===== config.mk =====
export PLATFORM = sky130hd
export DESIGN_NAME = pwm2_ctrl
export DESIGN_NICKNAME = d
export VERILOG_FILES = /design/src/rtl/pwm2_pkg.sv /design/src/rtl/pwm2_rst_sync.sv /design/src/rtl/pwm2_presc_lut.sv /design/src/rtl/pwm2_channel.sv /design/src/rtl/pwm2_ctrl.sv
export SDC_FILE = /design/constraint.sdc
export NUM_CORES = 1
export LEC_CHECK = 0
export BUFFER_PORTS_ARGS = -buffer_cell sky130_fd_sc_hd__clkbuf_2
export CELL_PAD_IN_SITES_DETAIL_PLACEMENT = 1
export CELL_PAD_IN_SITES_GLOBAL_PLACEMENT = 2
export CORE_MARGIN = 2
export CORE_UTILIZATION = 33
export CTS_BUF_LIST = sky130_fd_sc_hd__clkbuf_8 sky130_fd_sc_hd__clkbuf_16
export DETAILED_ROUTE_END_ITERATION = 8
export PLACE_DENSITY = 0.77
export SYNTH_ARGS = -nofsm -noshare
export SYNTH_HDL_FRONTEND = slang
export SYNTH_SLANG_ARGS = --single-unit

===== constraint.sdc =====
create_clock -name clk -period 6.6 [get_ports clk]
set_input_delay 0.66 -clock clk [delete_from_list [all_inputs] [get_ports clk]]
set_output_delay 0.66 -clock clk [all_outputs]
set_load 0.01 [all_outputs]

===== src/rtl/pwm2_pkg.sv =====
package pwm2_pkg;
  localparam int REG_W     = 32;
  localparam int DIV_W     = 17;  // holds the largest divider minus one
  localparam int CNT_W     = 16;  // period and duty fields
  localparam int CFG_W     = 7;   // control bits owned by one channel
  localparam int CH_STRIDE = 15;  // distance between channel fields
  localparam int RDY_BASE  = 28;  // first ready flag

  // bit 6 gate, bit 5 active level, bit 4 enable, bits 3:0 divider code
  typedef struct packed {
    logic       gate;
    logic       act;
    logic       en;
    logic [3:0] code;
  } ch_cfg_t;
endpackage


===== src/rtl/pwm2_rst_sync.sv =====
module pwm2_rst_sync (
  input  logic clk,
  input  logic arst_n,
  output logic srst_n
);
  logic meta_q;
  logic hold_q;

  always_ff @(posedge clk or negedge arst_n) begin
    if (!arst_n) begin
      meta_q <= 1'b0;
      hold_q <= 1'b0;
    end else begin
      meta_q <= 1'b1;
      hold_q <= meta_q;
    end
  end

  assign srst_n = hold_q;
endmodule


===== src/rtl/pwm2_presc_lut.sv =====
module pwm2_presc_lut
  import pwm2_pkg::*;
#(
  parameter bit HAS_BYPASS = 1'b1
) (
  input  logic [3:0]       code,
  output logic [DIV_W-1:0] div_m1,
  output logic             valid
);
  logic byp_ok;

  generate
    if (HAS_BYPASS) begin : g_byp
      assign byp_ok = 1'b1;
    end else begin : g_nobyp
      assign byp_ok = 1'b0;
    end
  endgenerate

  always_comb begin
    div_m1 = '0;
    valid  = 1'b1;
    case (code)
      4'd0:    div_m1 = DIV_W'(119);
      4'd1:    div_m1 = DIV_W'(179);
      4'd2:    div_m1 = DIV_W'(239);
      4'd3:    div_m1 = DIV_W'(359);
      4'd4:    div_m1 = DIV_W'(479);
      4'd8:    div_m1 = DIV_W'(11999);
      4'd9:    div_m1 = DIV_W'(23999);
      4'd10:   div_m1 = DIV_W'(35999);
      4'd11:   div_m1 = DIV_W'(47999);
      4'd12:   div_m1 = DIV_W'(71999);
      4'd15:   valid  = byp_ok;
      default: valid  = 1'b0;
    endcase
  end
endmodule


===== src/rtl/pwm2_channel.sv =====
module pwm2_channel
  import pwm2_pkg::*;
#(
  parameter bit HAS_BYPASS = 1'b1
) (
  input  logic             clk,
  input  logic             rst_n,
  input  ch_cfg_t          cfg,
  input  logic             code_chg,
  input  logic             pd_wr,
  input  logic [REG_W-1:0] pd_wdata,
  output logic [REG_W-1:0] pd_shadow,
  output logic             pend,
  output logic             pwm_o
);
  logic [DIV_W-1:0] div_m1;
  logic             code_ok;
  logic             run;
  logic             tick;
  logic             wrap;
  logic             load;
  logic             in_duty;

  logic [DIV_W-1:0] pre_q, pre_d;
  logic [CNT_W-1:0] per_q, per_d;
  logic [CNT_W-1:0] lim_q;
  logic [CNT_W-1:0] dut_q;
  logic [REG_W-1:0] shd_q;
  logic             pend_q, pend_d;

  pwm2_presc_lut #(.HAS_BYPASS(HAS_BYPASS)) i_lut (
    .code   (cfg.code),
    .div_m1 (div_m1),
    .valid  (code_ok)
  );

  assign run  = cfg.en & cfg.gate & code_ok;
  assign tick = run & ~code_chg & (pre_q == div_m1);
  assign wrap = tick & (per_q == lim_q);
  assign load = ~run | wrap;

  always_comb begin
    if (!run || code_chg || tick) pre_d = '0;
    else                          pre_d = pre_q + 1'b1;

    if (!run || wrap) per_d = '0;
    else if (tick)    per_d = per_q + 1'b1;
    else              per_d = per_q;

    if (pd_wr)     pend_d = 1'b1;
    else if (load) pend_d = 1'b0;
    else           pend_d = pend_q;
  end

  always_ff @(posedge clk or negedge rst_n) begin
    if (!rst_n) begin
      pre_q  <= '0;
      per_q  <= '0;
      lim_q  <= '0;
      dut_q  <= '0;
      shd_q  <= '0;
      pend_q <= 1'b0;
    end else begin
      pre_q  <= pre_d;
      per_q  <= per_d;
      pend_q <= pend_d;
      if (load) begin
        lim_q <= shd_q[REG_W-1:CNT_W];
        dut_q <= shd_q[CNT_W-1:0];
      end
      if (pd_wr) begin
        shd_q <= pd_wdata;
      end
    end
  end

  assign in_duty   = run & (per_q < dut_q);
  assign pwm_o     = in_duty ? cfg.act : ~cfg.act;
  assign pd_shadow = shd_q;
  assign pend      = pend_q;
endmodule


===== src/rtl/pwm2_ctrl.sv =====
module pwm2_ctrl
  import pwm2_pkg::*;
#(
  parameter int NUM_CH     = 2,      // 1 or 2: control word holds two channels
  parameter bit HAS_BYPASS = 1'b1,
  parameter int ADDR_W     = 4
) (
  input  logic              clk,
  input  logic              rst_n,
  input  logic              reg_wr,
  input  logic [ADDR_W-1:0] reg_addr,
  input  logic [REG_W-1:0]  reg_wdata,
  output logic [REG_W-1:0]  reg_rdata,
  output logic [NUM_CH-1:0] pwm_out
);
  localparam logic [ADDR_W-1:0] CTRL_ADDR = '0;

  function automatic logic [ADDR_W-1:0] pd_addr(input int ch);
    return ADDR_W'(4 + 4 * ch);
  endfunction

  logic                   rst_n_s;
  logic                   ctrl_wr;
  ch_cfg_t [NUM_CH-1:0]   cfg_q, cfg_d, cfg_nxt;
  logic    [NUM_CH-1:0]   code_chg;
  logic    [NUM_CH-1:0]   pd_wr;
  logic    [NUM_CH-1:0]   pend;
  logic    [REG_W-1:0]    shadow [NUM_CH];

  pwm2_rst_sync i_rst_sync (
    .clk    (clk),
    .arst_n (rst_n),
    .srst_n (rst_n_s)
  );

  assign ctrl_wr = reg_wr & (reg_addr == CTRL_ADDR);

  always_comb begin
    for (int c = 0; c < NUM_CH; c++) begin
      cfg_d[c]    = ch_cfg_t'(reg_wdata[c*CH_STRIDE +: CFG_W]);
      code_chg[c] = ctrl_wr & (cfg_d[c].code != cfg_q[c].code);
      pd_wr[c]    = reg_wr & (reg_addr == pd_addr(c));
    end
    cfg_nxt = ctrl_wr ? cfg_d : cfg_q;
  end

  always_ff @(posedge clk or negedge rst_n_s) begin
    if (!rst_n_s) cfg_q <= '0;
    else          cfg_q <= cfg_nxt;
  end

  generate
    for (genvar g = 0; g < NUM_CH; g++) begin : g_ch
      pwm2_channel #(.HAS_BYPASS(HAS_BYPASS)) i_ch (
        .clk       (clk),
        .rst_n     (rst_n_s),
        .cfg       (cfg_q[g]),
        .code_chg  (code_chg[g]),
        .pd_wr     (pd_wr[g]),
        .pd_wdata  (reg_wdata),
        .pd_shadow (shadow[g]),
        .pend      (pend[g]),
        .pwm_o     (pwm_out[g])
      );
    end
  endgenerate

  always_comb begin
    reg_rdata = '0;
    if (reg_addr == CTRL_ADDR) begin
      for (int c = 0; c < NUM_CH; c++) begin
        reg_rdata[c*CH_STRIDE +: CFG_W] = cfg_q[c];
        reg_rdata[RDY_BASE + c]         = pend[c];
      end
    end
    for (int c = 0; c < NUM_CH; c++) begin
      if (reg_addr == pd_addr(c)) reg_rdata = shadow[c];
    end
  end
endmodule


Yosys cells after proc, flatten, opt, wreduce, memory -nomap -nowiden
Cells that the tools add are included.
{"block": "totals", "ff_bits": 212, "input_bits": 39, "out_inout_bits": 34, "wordCells": 119}
{"block": "classes", "add_sub_neg": 4, "magnitude_cmp": 2, "eq_ne": 28, "n_mux": 21, "bitwise_logic": 25, "n_reduce_logical": 17}
{"op": "$pmux 17 s10", "n": 2}
{"op": "$mux 16", "n": 4}
{"op": "$mux 32", "n": 2}
{"op": "$eq 4x4->1 const B", "n": 13}
{"op": "$add 17x1->17 const B", "n": 2}
{"op": "$eq 17x17->1", "n": 2}
{"op": "$mux 17", "n": 2}
{"op": "$add 16x1->16 const B", "n": 2}
{"op": "$eq 16x16->1", "n": 2}
{"op": "$lt 16x16->1", "n": 2}
{"op": "$reduce_or 11->1", "n": 2}
{"op": "$and 1x1->1", "n": 17}
{"op": "$eq 4x2->1 const B", "n": 4}
{"op": "$mux 7", "n": 2}
{"op": "$eq 4x3->1 const B", "n": 3}
{"op": "$logic_not 4->1", "n": 3}
{"op": "$eq 4x1->1 const B", "n": 2}
{"op": "$mux 1", "n": 8}
{"op": "$ne 4x4->1", "n": 2}
{"op": "$reduce_bool 2->1", "n": 4}
{"op": "$logic_or 1x1->1", "n": 6}
{"op": "$not 1->1", "n": 6}
{"op": "$logic_not 1->1", "n": 2}
{"op": "$mux 2", "n": 1}
{"op": "$or 1x1->1", "n": 2}

Depth between registers and ports, before layout
Gate-level depths: netlist of the first run.
{"block": "depth", "ltp_word": 10, "mapped_depth": 11, "depth_no_buf": 8}

Modules after synthesis
A second synthesis of the first run with hierarchy kept.
{"block": "unflattened", "cells_unflattened": 1068, "area_unflattened_um2": 11661.2}
{"mod": "pwm2_channel at g_ch[0].i_ch", "n_inst": 1, "cells_per_inst": 455, "area_per_inst_um2": 5082.4}
{"mod": "pwm2_channel at g_ch[1].i_ch", "n_inst": 1, "cells_per_inst": 424, "area_per_inst_um2": 4909.7}
{"mod": "pwm2_ctrl", "n_inst": 1, "cells_per_inst": 120, "area_per_inst_um2": 1182.4}
{"mod": "pwm2_presc_lut", "n_inst": 2, "cells_per_inst": 33, "area_per_inst_um2": 216.5}
{"mod": "pwm2_rst_sync", "n_inst": 1, "cells_per_inst": 3, "area_per_inst_um2": 53.8}

Worst setup path before layout of the first run
OpenSTA, ideal clock, no wires.
{"block": "synth_path", "path_type": "register to register", "from": "register cfg_q[7] (netlist name)", "to": "register g_ch[1].i_ch.dut_q[0]", "setup_ns": 0.128, "arrival_ns": 2.634, "required_ns": 6.472, "setup_slack_ns": 3.839, "path_stages_with_launch": 9, "n_path_buf": 3, "path_cell_list": "dfrtp_1 > buf_2 > o21ai_1 > o211a_1 > clkbuf_1 > o21ai_0 > o41ai_4 > buf_4 > mux2_1"}
{"block": "synth_between", "elab_chain_len": 8}
{"item": "start: declaration", "line_no": "pwm2_ctrl.sv:24", "rtl": "ch_cfg_t [NUM_CH-1:0] cfg_q, cfg_d, cfg_nxt;"}
{"item": "start signal: assignment", "line_no": "pwm2_ctrl.sv:49", "rtl": "else cfg_q <= cfg_nxt;"}
{"item": "branches (longest 7 deep; another with $pmux 17 s10)"}
{"item": "$or 1x1->1 *", "line_no": "pwm2_channel.sv:40", "rtl": "assign load = ~run | wrap;"}
{"item": "end signal: assignment", "line_no": "pwm2_channel.sv:69", "rtl": "dut_q <= shd_q[CNT_W-1:0];"}
{"item": "end: declaration", "line_no": "pwm2_channel.sv:27", "rtl": "logic [CNT_W-1:0] dut_q;"}
Mark *: on every way between the ends.
A chain may end at the register's enable or synchronous reset.

Worst setup path in the final report of the first run
{"block": "layout_path", "from": "register cfg_q[8] (netlist name)", "to": "output port pwm_out[1]"}
{"block": "layout_between", "elab_chain_len": 6}
{"item": "$eq 4x4->1 (tied with other cells)", "line_no": "pwm2_presc_lut.sv:23", "rtl": "case (code)"}
{"item": "$reduce_or 11->1 (no line) *"}
{"item": "$mux 1 *", "line_no": "pwm2_presc_lut.sv:23"}
{"item": "$and 1x1->1 *", "line_no": "pwm2_channel.sv:37", "rtl": "assign run = cfg.en & cfg.gate & code_ok;"}
{"item": "$and 1x1->1 *", "line_no": "pwm2_channel.sv:77", "rtl": "assign in_duty = run & (per_q < dut_q);"}
{"item": "$mux 1 *", "line_no": "pwm2_channel.sv:78", "rtl": "assign pwm_o = in_duty ? cfg.act : ~cfg.act;"}
{"item": "end: declaration", "line_no": "pwm2_ctrl.sv:14", "rtl": "output logic [NUM_CH-1:0] pwm_out"}
Every way passes the cells marked *; elsewhere a longest branch is shown, timed or not.

==> results of run 1 <==
final timing paths:
kind	end	start	slack, ns	cells after the start
hold reg to reg	i_rst_sync.srst_n$_DFF_PN0_	i_rst_sync.meta_q$_DFF_PN0_	0.35	0
min in group asynchronous	i_rst_sync.srst_n$_DFF_PN0_	rst_n	0.41	2
hold / removal	g_ch[0].i_ch.pd_shadow[8]$_DFFE_PN0P_	reg_wdata[8]	0.35	2
max in group asynchronous	g_ch[0].i_ch.pre_q[10]$_DFF_PN0_	i_rst_sync.srst_n$_DFF_PN0_	4.86	1
setup / recovery	pwm_out[1]	cfg_q[8]$_DFFE_PN0P_	2.75	6
setup reg to reg	g_ch[0].i_ch.per_q[11]$_DFFE_PN0P_	cfg_q[2]$_DFFE_PN0P_	2.79	7
registers in the layout (all words and copies together), names as in the netlist, 2 cells and up:
name                 cells
cfg_q                   14
g_ch.i_ch.dut_q         32
g_ch.i_ch.lim_q         32
g_ch.i_ch.pd_shadow     64
g_ch.i_ch.pend           2
g_ch.i_ch.per_q         32
g_ch.i_ch.pre_q         34
power groups by stage:
stage,Combinational [W],Clock (W),Sequential [W]
2_1_floorplan,0.000743,0,0.00170
3_3_place_gp,0.000880,0,0.00181
4_1_cts,0.000912,0.00153,0.00180
6_report,0.000898,0.00149,0.00179
5_1_grt,0.00100,0.00159,0.00184
3_5_place_dp,0.000904,0,0.00182
cells in the final DEF, fill, tap and decap left out, types with 13 or more instances in the layout:
master	synthesis	routed
nand4_1	27	27
nor3_1	13	13
a22o_1	17	17
xnor2_1	18	18
inv_1	42	44
ha_1	34	34
clkbuf_16	0	26
mux2_2	93	93
mux2_1	50	50
nor2_1	88	88
nand2_1	60	60
clkbuf_2	0	72
o21ai_0	43	43
buf_4	10	16
xor2_1	62	62
nor2b_1	21	21
and3_1	20	20
dfrtp_1	212	211
a21oi_1	57	57
o211ai_1	30	30
nand3_1	26	26
nor4_1	15	15
cells by family after synthesis:
group / Yosys count
buffers and inverters: 127
AOI/OAI and AO/OA: 236
adders and majority gates: 34
and+or+nand+nor: 346
other: 1
xor gates and xnor gates: 80
DFF: 212
muxes: 146
final cells by class:
class                           count  area, µm²  area share (%)
Tap cell                          468        586            4.25
Inverter                           43        161            1.17
Clock buffer                       30        706            5.13
Clock inverter                     17        199            1.44
Sequential cell                   212       5310            38.6
Multi-Input combinational cell    843       6320            45.9
Timing Repair Buffer               89        490            3.56
repair_timing:
action / CTS / global route
hold endpoints to repair: 2 / 0
hold buffers: 1 / 0
resized for setup: 0 / 0
metal layers:
metal,vias to the layer above,part of all wire [%]
met5,-,0
met4,0,1.7
met3,41,3.6
met2,108,49
met1,4723,46
li1,4343,-
metrics by stage:
stage | hold slack, ns | area (µm²) | setup slack, ns
6_report | 0.347 | 13800 | 2.75
5_1_grt | 0.323 | 13800 | 2.54
4_1_cts | 0.318 | 13800 | 2.73
3_5_place_dp | 0.339 | 12900 | 2.84
3_3_place_gp | 0.335 | 12900 | 3.03
2_1_floorplan | 0.331 | 12200 | 0.255
==> run_results.csv, run 1 <==
group,metric,value,unit
route,wl_per_cell,20.3,µm
worst_setup_path,critPathLaunchType,"flop",
logic_synthesis,synth_ff_type,"dfrtp_1",
final_layout,fin_cells,1702,
worst_setup_path,end_kind,"output port",
logic_synthesis,syn_area,12200,µm²
place,gp_congestion,0.853,
worst_setup_path,critPathKind,"flop to output port",
run_status,outcome,"completed",
sta,hold_viol,0,
logic_synthesis,async_flop_share,100,%
die,core_area,36400,µm²
final_layout,nets,1288,
logic_synthesis,synth_top_area_share,43.6,%
route,dr.pass1.iters,4,
route,vias,9215,
pwr,power_density,304,nW/µm²
final_layout,drive_gt1_share,20.2,%
pwr,ir_drop,180,µV
logic_synthesis,synth-seq-cells,212,
logic_synthesis,synth_compound_area_share,13.6,%
pwr,leakage,6.09,nW
logic_synthesis,synth.mux.area_fraction,13.5,%
logic_synthesis,synth_top_area_cell,"dfrtp_1",
sta,grt_setup_unrepaired,"no",
worst_setup_path,cp_top_family,"compound AO/OA/AOI/OAI gates",
grt,grt_overflow_total,0,
die,placementRows,70,
grt,grt_pass1_wl,55.5,mm
final_layout,diodes,0,
route,drt_wl_total,34.5,mm
clocking,clockBufferDepth,3,
sta,report.final.slew_viol_count,0,
die,pin_count,73,
final_layout,final_util,37.8,%
clocking,ctsRootBufferMaster,"clkbuf_16",
worst_setup_path,critPathMaxStageDelay,0.67,ns
grt,use_met1,25.0,%
place,io_buffers,72,
pwr,combPwrFrac,21.5,%
logic_synthesis,syn_inst,1182,
logic_synthesis,synthSimpleGateAreaFrac,15.5,%
die,die_w,196,µm
grt,grt_max_degree,65,
route,drc,0,
grt,grt_pass1_vias,9565,
route,dr.first_iter.drc_count,429,
pwr,clockPowerShare,35.7,%
final_layout,fillers,4087,
sta,skew,0.0272,ns
sta,min_period,3.85,ns
grt,met2_usage,30.8,%
logic_synthesis,syn_nets,1255,
pwr,p_total,0.00418,W
pwr,internal_power,0.00285,W
sta,tightest_slew,0.911,ns
logic_synthesis,synth_cell_types,84,
place,dp_cells,1654,
clocking,clk_pin_slew_worst_paths,0.06,ns
worst_setup_path,critical_path.slowest_cell,"dfrtp_1",
logic_synthesis,synthAdderAreaFrac,3.49,%
sta,fin_crit_sh,58.3,%
pwr,p_switching,0.00133,W
die,dieArea,38400,µm²
min_path,hold_class,"input port to flop",
worst_setup_path,cp.required,5.94,ns
logic_synthesis,synth_top_family_by_area,"simple AND/OR/NAND/NOR gates",
sta,fin_setup_tns,0,ns
grt,met3_usage,2.42,%
worst_setup_path,cp.arrival,3.19,ns
sta,slew-limit-headroom,39.3,%
grt,grt.busiest_layer,"met2",
job,max_cap_violations,0,
die,start_util,33.4,%
logic_synthesis,yosys_warnings,0,
worst_setup_path,crit_buf_inv,1,
logic_synthesis,synth_edf_count,0,
logic_synthesis,syn_avg_cell_area,10.3,µm²
clocking,cts_setup_buffers,0,
sta,fmax,0.260,GHz
grt,antenna_found_initial,0,
place,dp_hpwl,24.6,mm
final_layout,area_delta_synth_final,13.1,%
clocking,cts_inserted_buffers,26,
pwr,power_frac_seq,42.9,%
worst_setup_path,path_cells,"o21ai_1 -> o211a_1 -> o2111ai_1 -> a31oi_1 -> xnor2_1 -> clkbuf_2",
clocking,htree_num_levels,1,
clocking,cts_tree,"done",
worst_setup_path,cp_max_fo,27,
grt,grt_usage,18.2,%
logic_synthesis,yosys.area_share.xor_xnor,5.75,%
logic_synthesis,ys_seq_area_share,43.6,%
die,fp.dieH,196,µm
pwr,sw_frac_of_total,31.8,%
logic_synthesis,synth.most_common_cell,"dfrtp_1",
logic_synthesis,synth_area_leaders,"dfrtp_1, mux2_2, mux2_1",
clocking,cts.sinks,212,
route,drtAntennaViolNets,0,
route,avgViaCountPerCell,5.41,
sta,setup_violations,0,
logic_synthesis,ys_top_cells_by_count,"dfrtp_1, mux2_2, nor2_1, xor2_1, nand2_1",
clocking,clk_latency,0.57,ns
Note: power is estimated with default switching activity, not from simulation.
==> run 2, diff against run 1 <==
Settings changed: PLACE_DENSITY 0.77 to 0.75.
Clock period 6.6 ns to 3.7 ns, I/O delays scaled along.
==> run 2 against run 1 <==
  * Routed wire length increased by 2.5%
  * Hold slack got worse by 0.26 ns
  * Power increased by 79%
==> run_results.csv, run 2 (synthesized netlist as in run 1, its figures left out) <==
group,metric,value,unit
die,placementRows,70,
sta,skew,0.00837,ns
clocking,ctsHoldBuffers,1,
run_status,outcome,"completed",
die,core_area,36400,µm²
route,met2_length,16.7,mm
sta,fin_setup_tns,0,ns
die,pin_count,73,
sta,min_period,3.36,ns
sta,report.final.slew_viol_count,0,
route,met1_length,17.0,mm
die,fp.dieH,196,µm
clocking,cts-resized-gates,0,
clocking,cts_inserted_buffers,26,
clocking,cts_tree,"done",
route,wl_per_cell,20.6,µm
min_path,hold_class,"input port to flop",
worst_setup_path,cp.arrival,2.99,ns
grt,grt_overflow_total,0,
final_layout,final_util,38.1,%
clocking,clockBufferDepth,3,
die,die_w,196,µm
route,drt_wl_total,35.4,mm
route,dr.first_iter.drc_count,402,
grt,antenna_found_initial,1,
sta,tightest_slew,0.994,ns
final_layout,drive_gt1_share,20.8,%
route,dr.pass1.iters,4,
worst_setup_path,cp.required,3.33,ns
worst_setup_path,cp_max_fo,24,
sta,fmax,0.297,GHz
final_layout,area_delta_synth_final,14.1,%
route,vias,9302,
route,topRoutingLayerUsed,"met4",
grt,grt_usage,18.7,%
place,dp_hpwl,25.3,mm
die,dieArea,38400,µm²
route,drtAntennaViolNets,0,
sta,hold_viol,0,
place,io_buffers,72,
route,route.met3.wl,885,µm
job,max_cap_violations,0,
grt,grt_max_degree,70,
sta,slew-limit-headroom,33.5,%
grt,grt_pass1_vias,9693,
sta,setup_violations,0,
clocking,ctsRootBufferMaster,"clkbuf_16",
sta,setup_slack,0.336,ns
worst_setup_path,critPathLaunchType,"flop",
final_layout,final_cell_mix,"dfrtp_1, mux2_2, nor2_1, clkbuf_2, xor2_1",
clocking,cts_setup_buffers,0,
route,drc,0,
final_layout,largest_reg_flops,64,
place,place_ws,0.400,ns
sta,fin_crit_sh,90.9,%
clocking,clk_latency,0.54,ns
clocking,htree_num_levels,1,
clocking,cts.sinks,212,
pwr,ir_drop,322,µV
clocking,clk_pin_slew_worst_paths,0.06,ns
pwr,power_density,538,nW/µm²
place,dpl-instance-area,13000,µm²
place,gp_congestion,0.861,
worst_setup_path,critPathKind,"flop to output port",
pwr,leakage,6.16,nW
final_layout,layout_commonest_cell,"dfrtp_1",
worst_setup_path,end_kind,"output port",
final_layout,final_area,13900,µm²
grt,grt_pass1_wl,57.0,mm
route,avgViaCountPerCell,5.43,
final_layout,nets,1298,
sta,grt_setup_unrepaired,"no",
die,start_util,33.4,%
-- run 2: critical path, stage by stage (launching register included) --
cell       delay (ns)
dfrtp_1          0.64
o21ai_1          0.52
o211a_1          0.27
buf_4            0.26
o2111ai_1        0.15
a31oi_1          0.25
xnor2_1          0.19
clkbuf_2         0.17
-- run 2: layout make-up --
type,count,area (µm²)
multi-input cells,843,6320
fillers,4059,22500
well taps,468,586
diodes,1,2.50
flip-flops and latches,212,5310
repair buffers,99,628
clock buffers,28,689
inverters,43,161
clock inverters,20,193
-- run 2: stage by stage --
| step | total power [W] | std cells | hold WS (ns) |
|---|---|---|---|
| 2_1_floorplan | 0.00436 | 1182 | 0.0744 |
| 3_3_place_gp | 0.00484 | 1664 | 0.159 |
| 3_5_place_dp | 0.00491 | 1664 | 0.164 |
| 4_1_cts | 0.00758 | 1713 | 0.0576 |
| 5_1_grt | 0.00793 | 1714 | 0.0667 |
| 6_report | 0.00748 | 1714 | 0.0863 |
-- run 2: final timing paths --
check                           slack [ns]                   startpoint                                     end  cells past startpoint
worst max-delay path                  0.34         cfg_q[7]$_DFFE_PN0P_                              pwm_out[1]                      7
worst min-delay path                  0.09                reg_wdata[14]  g_ch[0].i_ch.pd_shadow[14]$_DFFE_PN0P_                      2
worst max register to register        0.38         cfg_q[1]$_DFFE_PN0P_      g_ch[0].i_ch.per_q[15]$_DFFE_PN0P_                      8
worst min register to register        0.35  i_rst_sync.meta_q$_DFF_PN0_             i_rst_sync.srst_n$_DFF_PN0_                      0
max in group asynchronous             2.35  i_rst_sync.srst_n$_DFF_PN0_       g_ch[0].i_ch.per_q[9]$_DFFE_PN0P_                      1
min in group asynchronous             0.15                        rst_n             i_rst_sync.srst_n$_DFF_PN0_                      2
-- run 2: routing by layer --
metal	GRT usage (%)	vias to the layer above
met4	4.07	0
met2	30.8	107
met1	26.3	4772
met3	2.17	49
li1	-	4374
met5	0	-
-- run 2: where the power goes --
group	internal, W	total (W)	switching (W)	leakage (nW)
Combinational	0.000786	0.00165	0.000866	3.01
Clock	0.00156	0.00261	0.00106	0.444
Sequential	0.00275	0.00321	0.000457	2.71
Total	0.00510	0.00748	0.00238	6.16
==> run 3, diff against run 2 <==
Clock period 3.7 ns to 4.3 ns, I/O delays scaled along.
==> run 3 against run 2 <==
  * Register-to-register slack improved by 0.22 ns
  * Utilization down 0.32 points
  * Highest routed layer unchanged
  * Clock power is 15% lower
  * Combinational power decreased by 18%
  * Sequential power down 13%
  * Clock-buffer cell count increased by 1
  * Global-route usage is 0.33 points lower
  * Critical path type is now flop to flop
  * Power decreased by 15%
==> run_results.csv, run 3 (synthesized netlist as in run 1, its figures left out) <==
group,metric,value,unit
run_status,outcome,"completed",
grt,grt_overflow_total,0,
min_path,hold_path_depth,2,
final_layout,final_cell_mix,"dfrtp_1, mux2_2, nor2_1, clkbuf_2, xor2_1",
clocking,cts.sinks,212,
final_layout,drive_gt1_share,20.4,%
route,dr.first_iter.drc_count,413,
place,place_ws,0.582,ns
min_path,hold_class,"input port to flop",
die,dieArea,38400,µm²
place,dp_hpwl,24.8,mm
place,io_buffers,72,
die,core_area,36400,µm²
sta,slew-limit-headroom,31.0,%
clocking,cts_inserted_buffers,25,
clocking,clk_latency,0.55,ns
sta,hold_viol,0,
sta,fin_setup_tns,0,ns
sta,setup_slack,0.598,ns
worst_setup_path,r2r_end,"g_ch[0].i_ch.per_q[11]$_DFFE_PN0P_",
die,pin_count,73,
clocking,cts-resized-gates,0,
worst_setup_path,r2r-start,"cfg_q[0]$_DFFE_PN0P_",
final_layout,layout_commonest_cell,"dfrtp_1",
worst_setup_path,end_kind,"flop",
final_layout,final_util,37.8,%
sta,grt_setup_unrepaired,"no",
sta,skew,0.0105,ns
route,vias,9267,
route,avgViaCountPerCell,5.44,
worst_setup_path,critPathKind,"flop to flop",
route,drc,0,
worst_setup_path,r2r_slack,0.60,ns
clocking,clockBufferDepth,3,
final_layout,area_delta_synth_final,13.1,%
pwr,power_density,462,nW/µm²
final_layout,diodes,0,
worst_setup_path,cp_max_fo,32,
clocking,cts_tree,"done",
sta,report.final.slew_viol_count,0,
worst_setup_path,cp.required,4.73,ns
die,die_w,196,µm
worst_setup_path,cp.arrival,4.13,ns
route,dr.pass1.iters,4,
place,dpl-instance-area,12900,µm²
route,drtAntennaViolNets,0,
grt,grt_max_degree,74,
die,fp.dieH,196,µm
pwr,leakage,6.11,nW
min_path,hold_end,"g_ch[0].i_ch.pd_shadow[31]$_DFFE_PN0P_",
grt,grt_usage,18.3,%
sta,fmax,0.270,GHz
sta,fin_crit_sh,86.1,%
die,start_util,33.4,%
clocking,clk_pin_slew_worst_paths,0.06,ns
job,max_cap_violations,0,
route,drt_wl_total,34.9,mm
grt,grt_pass1_wl,55.9,mm
grt,grt_pass1_vias,9697,
min_path,hp-start,"reg_wdata[31]",
pwr,ir_drop,285,µV
route,wl_per_cell,20.5,µm
final_layout,largest_reg_flops,64,
place,gp_congestion,0.818,
final_layout,nets,1291,
die,placementRows,70,
clocking,cts_setup_buffers,0,
sta,min_period,3.70,ns
sta,setup_violations,0,
worst_setup_path,critPathLaunchType,"flop",
final_layout,final_area,13800,µm²
pwr,p_total,0.00636,W
clocking,htree_num_levels,1,
sta,tightest_slew,1.04,ns
clocking,ctsHoldBuffers,1,
worst_setup_path,reg2reg_depth,7,
grt,antenna_found_initial,0,
clocking,ctsRootBufferMaster,"clkbuf_16",
[run 3: cell types whose count changed in the layout (fill, tap and decap cells not counted), sizes merged]
cell / before / now
clkinvlp: 3 / 1
clkbuf: 100 / 101
clkinv: 9 / 8
buf: 26 / 20
diode: 1 / 0
[run 3: area by class of cell]
class / instances / area (µm²)
multi-input combinational: 843 / 6320
clock inverter: 17 / 170
sequential: 212 / 5310
timing repair buffer: 93 / 546
fill: 4062 / 22700
clock buffer: 29 / 681
tap: 468 / 586
inverter: 43 / 161
[run 3: worst max path at each step]
| stage | startpoint | end | slack [ns] | cells past startpoint |
|---|---|---|---|---|
| final | cfg_q[0]$_DFFE_PN0P_ | g_ch[0].i_ch.per_q[11]$_DFFE_PN0P_ | 0.60 | 7 |
| after CTS | cfg_q[0]$_DFFE_PN0P_ | g_ch[0].i_ch.per_q[11]$_DFFE_PN0P_ | 0.55 | 7 |
| after detailed placement | cfg_q[0]$_DFFE_PN0P_ | g_ch[0].i_ch.per_q[11]$_DFFE_PN0P_ | 0.58 | 7 |
| after global placement | cfg_q[0]$_DFFE_PN0P_ | g_ch[0].i_ch.per_q[11]$_DFFE_PN0P_ | 0.72 | 7 |
| after global routing | cfg_q[0]$_DFFE_PN0P_ | g_ch[0].i_ch.per_q[15]$_DFFE_PN0P_ | 0.27 | 7 |
| after floorplan | i_rst_sync.srst_n$_DFF_PN0_ | cfg_q[0]$_DFFE_PN0P_ | 0.81 | 0 |
[run 3: metrics by stage]
stage / std cells / hold slack [ns]
after floorplan: 1182 / 0.134
after CTS: 1705 / 0.118
after detailed placement: 1658 / 0.220
final: 1705 / 0.137
after global routing: 1705 / 0.128
after global placement: 1658 / 0.218
[run 3: critical path: stages, from the launching register on]
cell and delay, ns:
dfrtp_1 1.02, xnor2_1 0.21, a211o_1 0.35, a221oi_2 0.34, nand4_1 0.12, or4_1 0.74, or2_4 0.44, o41ai_1 0.36
[run 3: power by group]
| part | leakage (nW) | internal (W) | total [W] | switching (W) |
|---|---|---|---|---|
| Sequential | 2.71 | 0.00237 | 0.00280 | 0.000430 |
| Clock | 0.436 | 0.00131 | 0.00221 | 0.000899 |
| Combinational | 2.96 | 0.000657 | 0.00135 | 0.000695 |
[run 3: routing by layer]
layer	track usage (%)	part of all wire, %	vias to the layer above
met5	0	0	-
met3	2.49	2.8	39
met4	3.82	1.9	0
met2	30.4	47	116
met1	25.6	48	4784
li1	-	-	4328
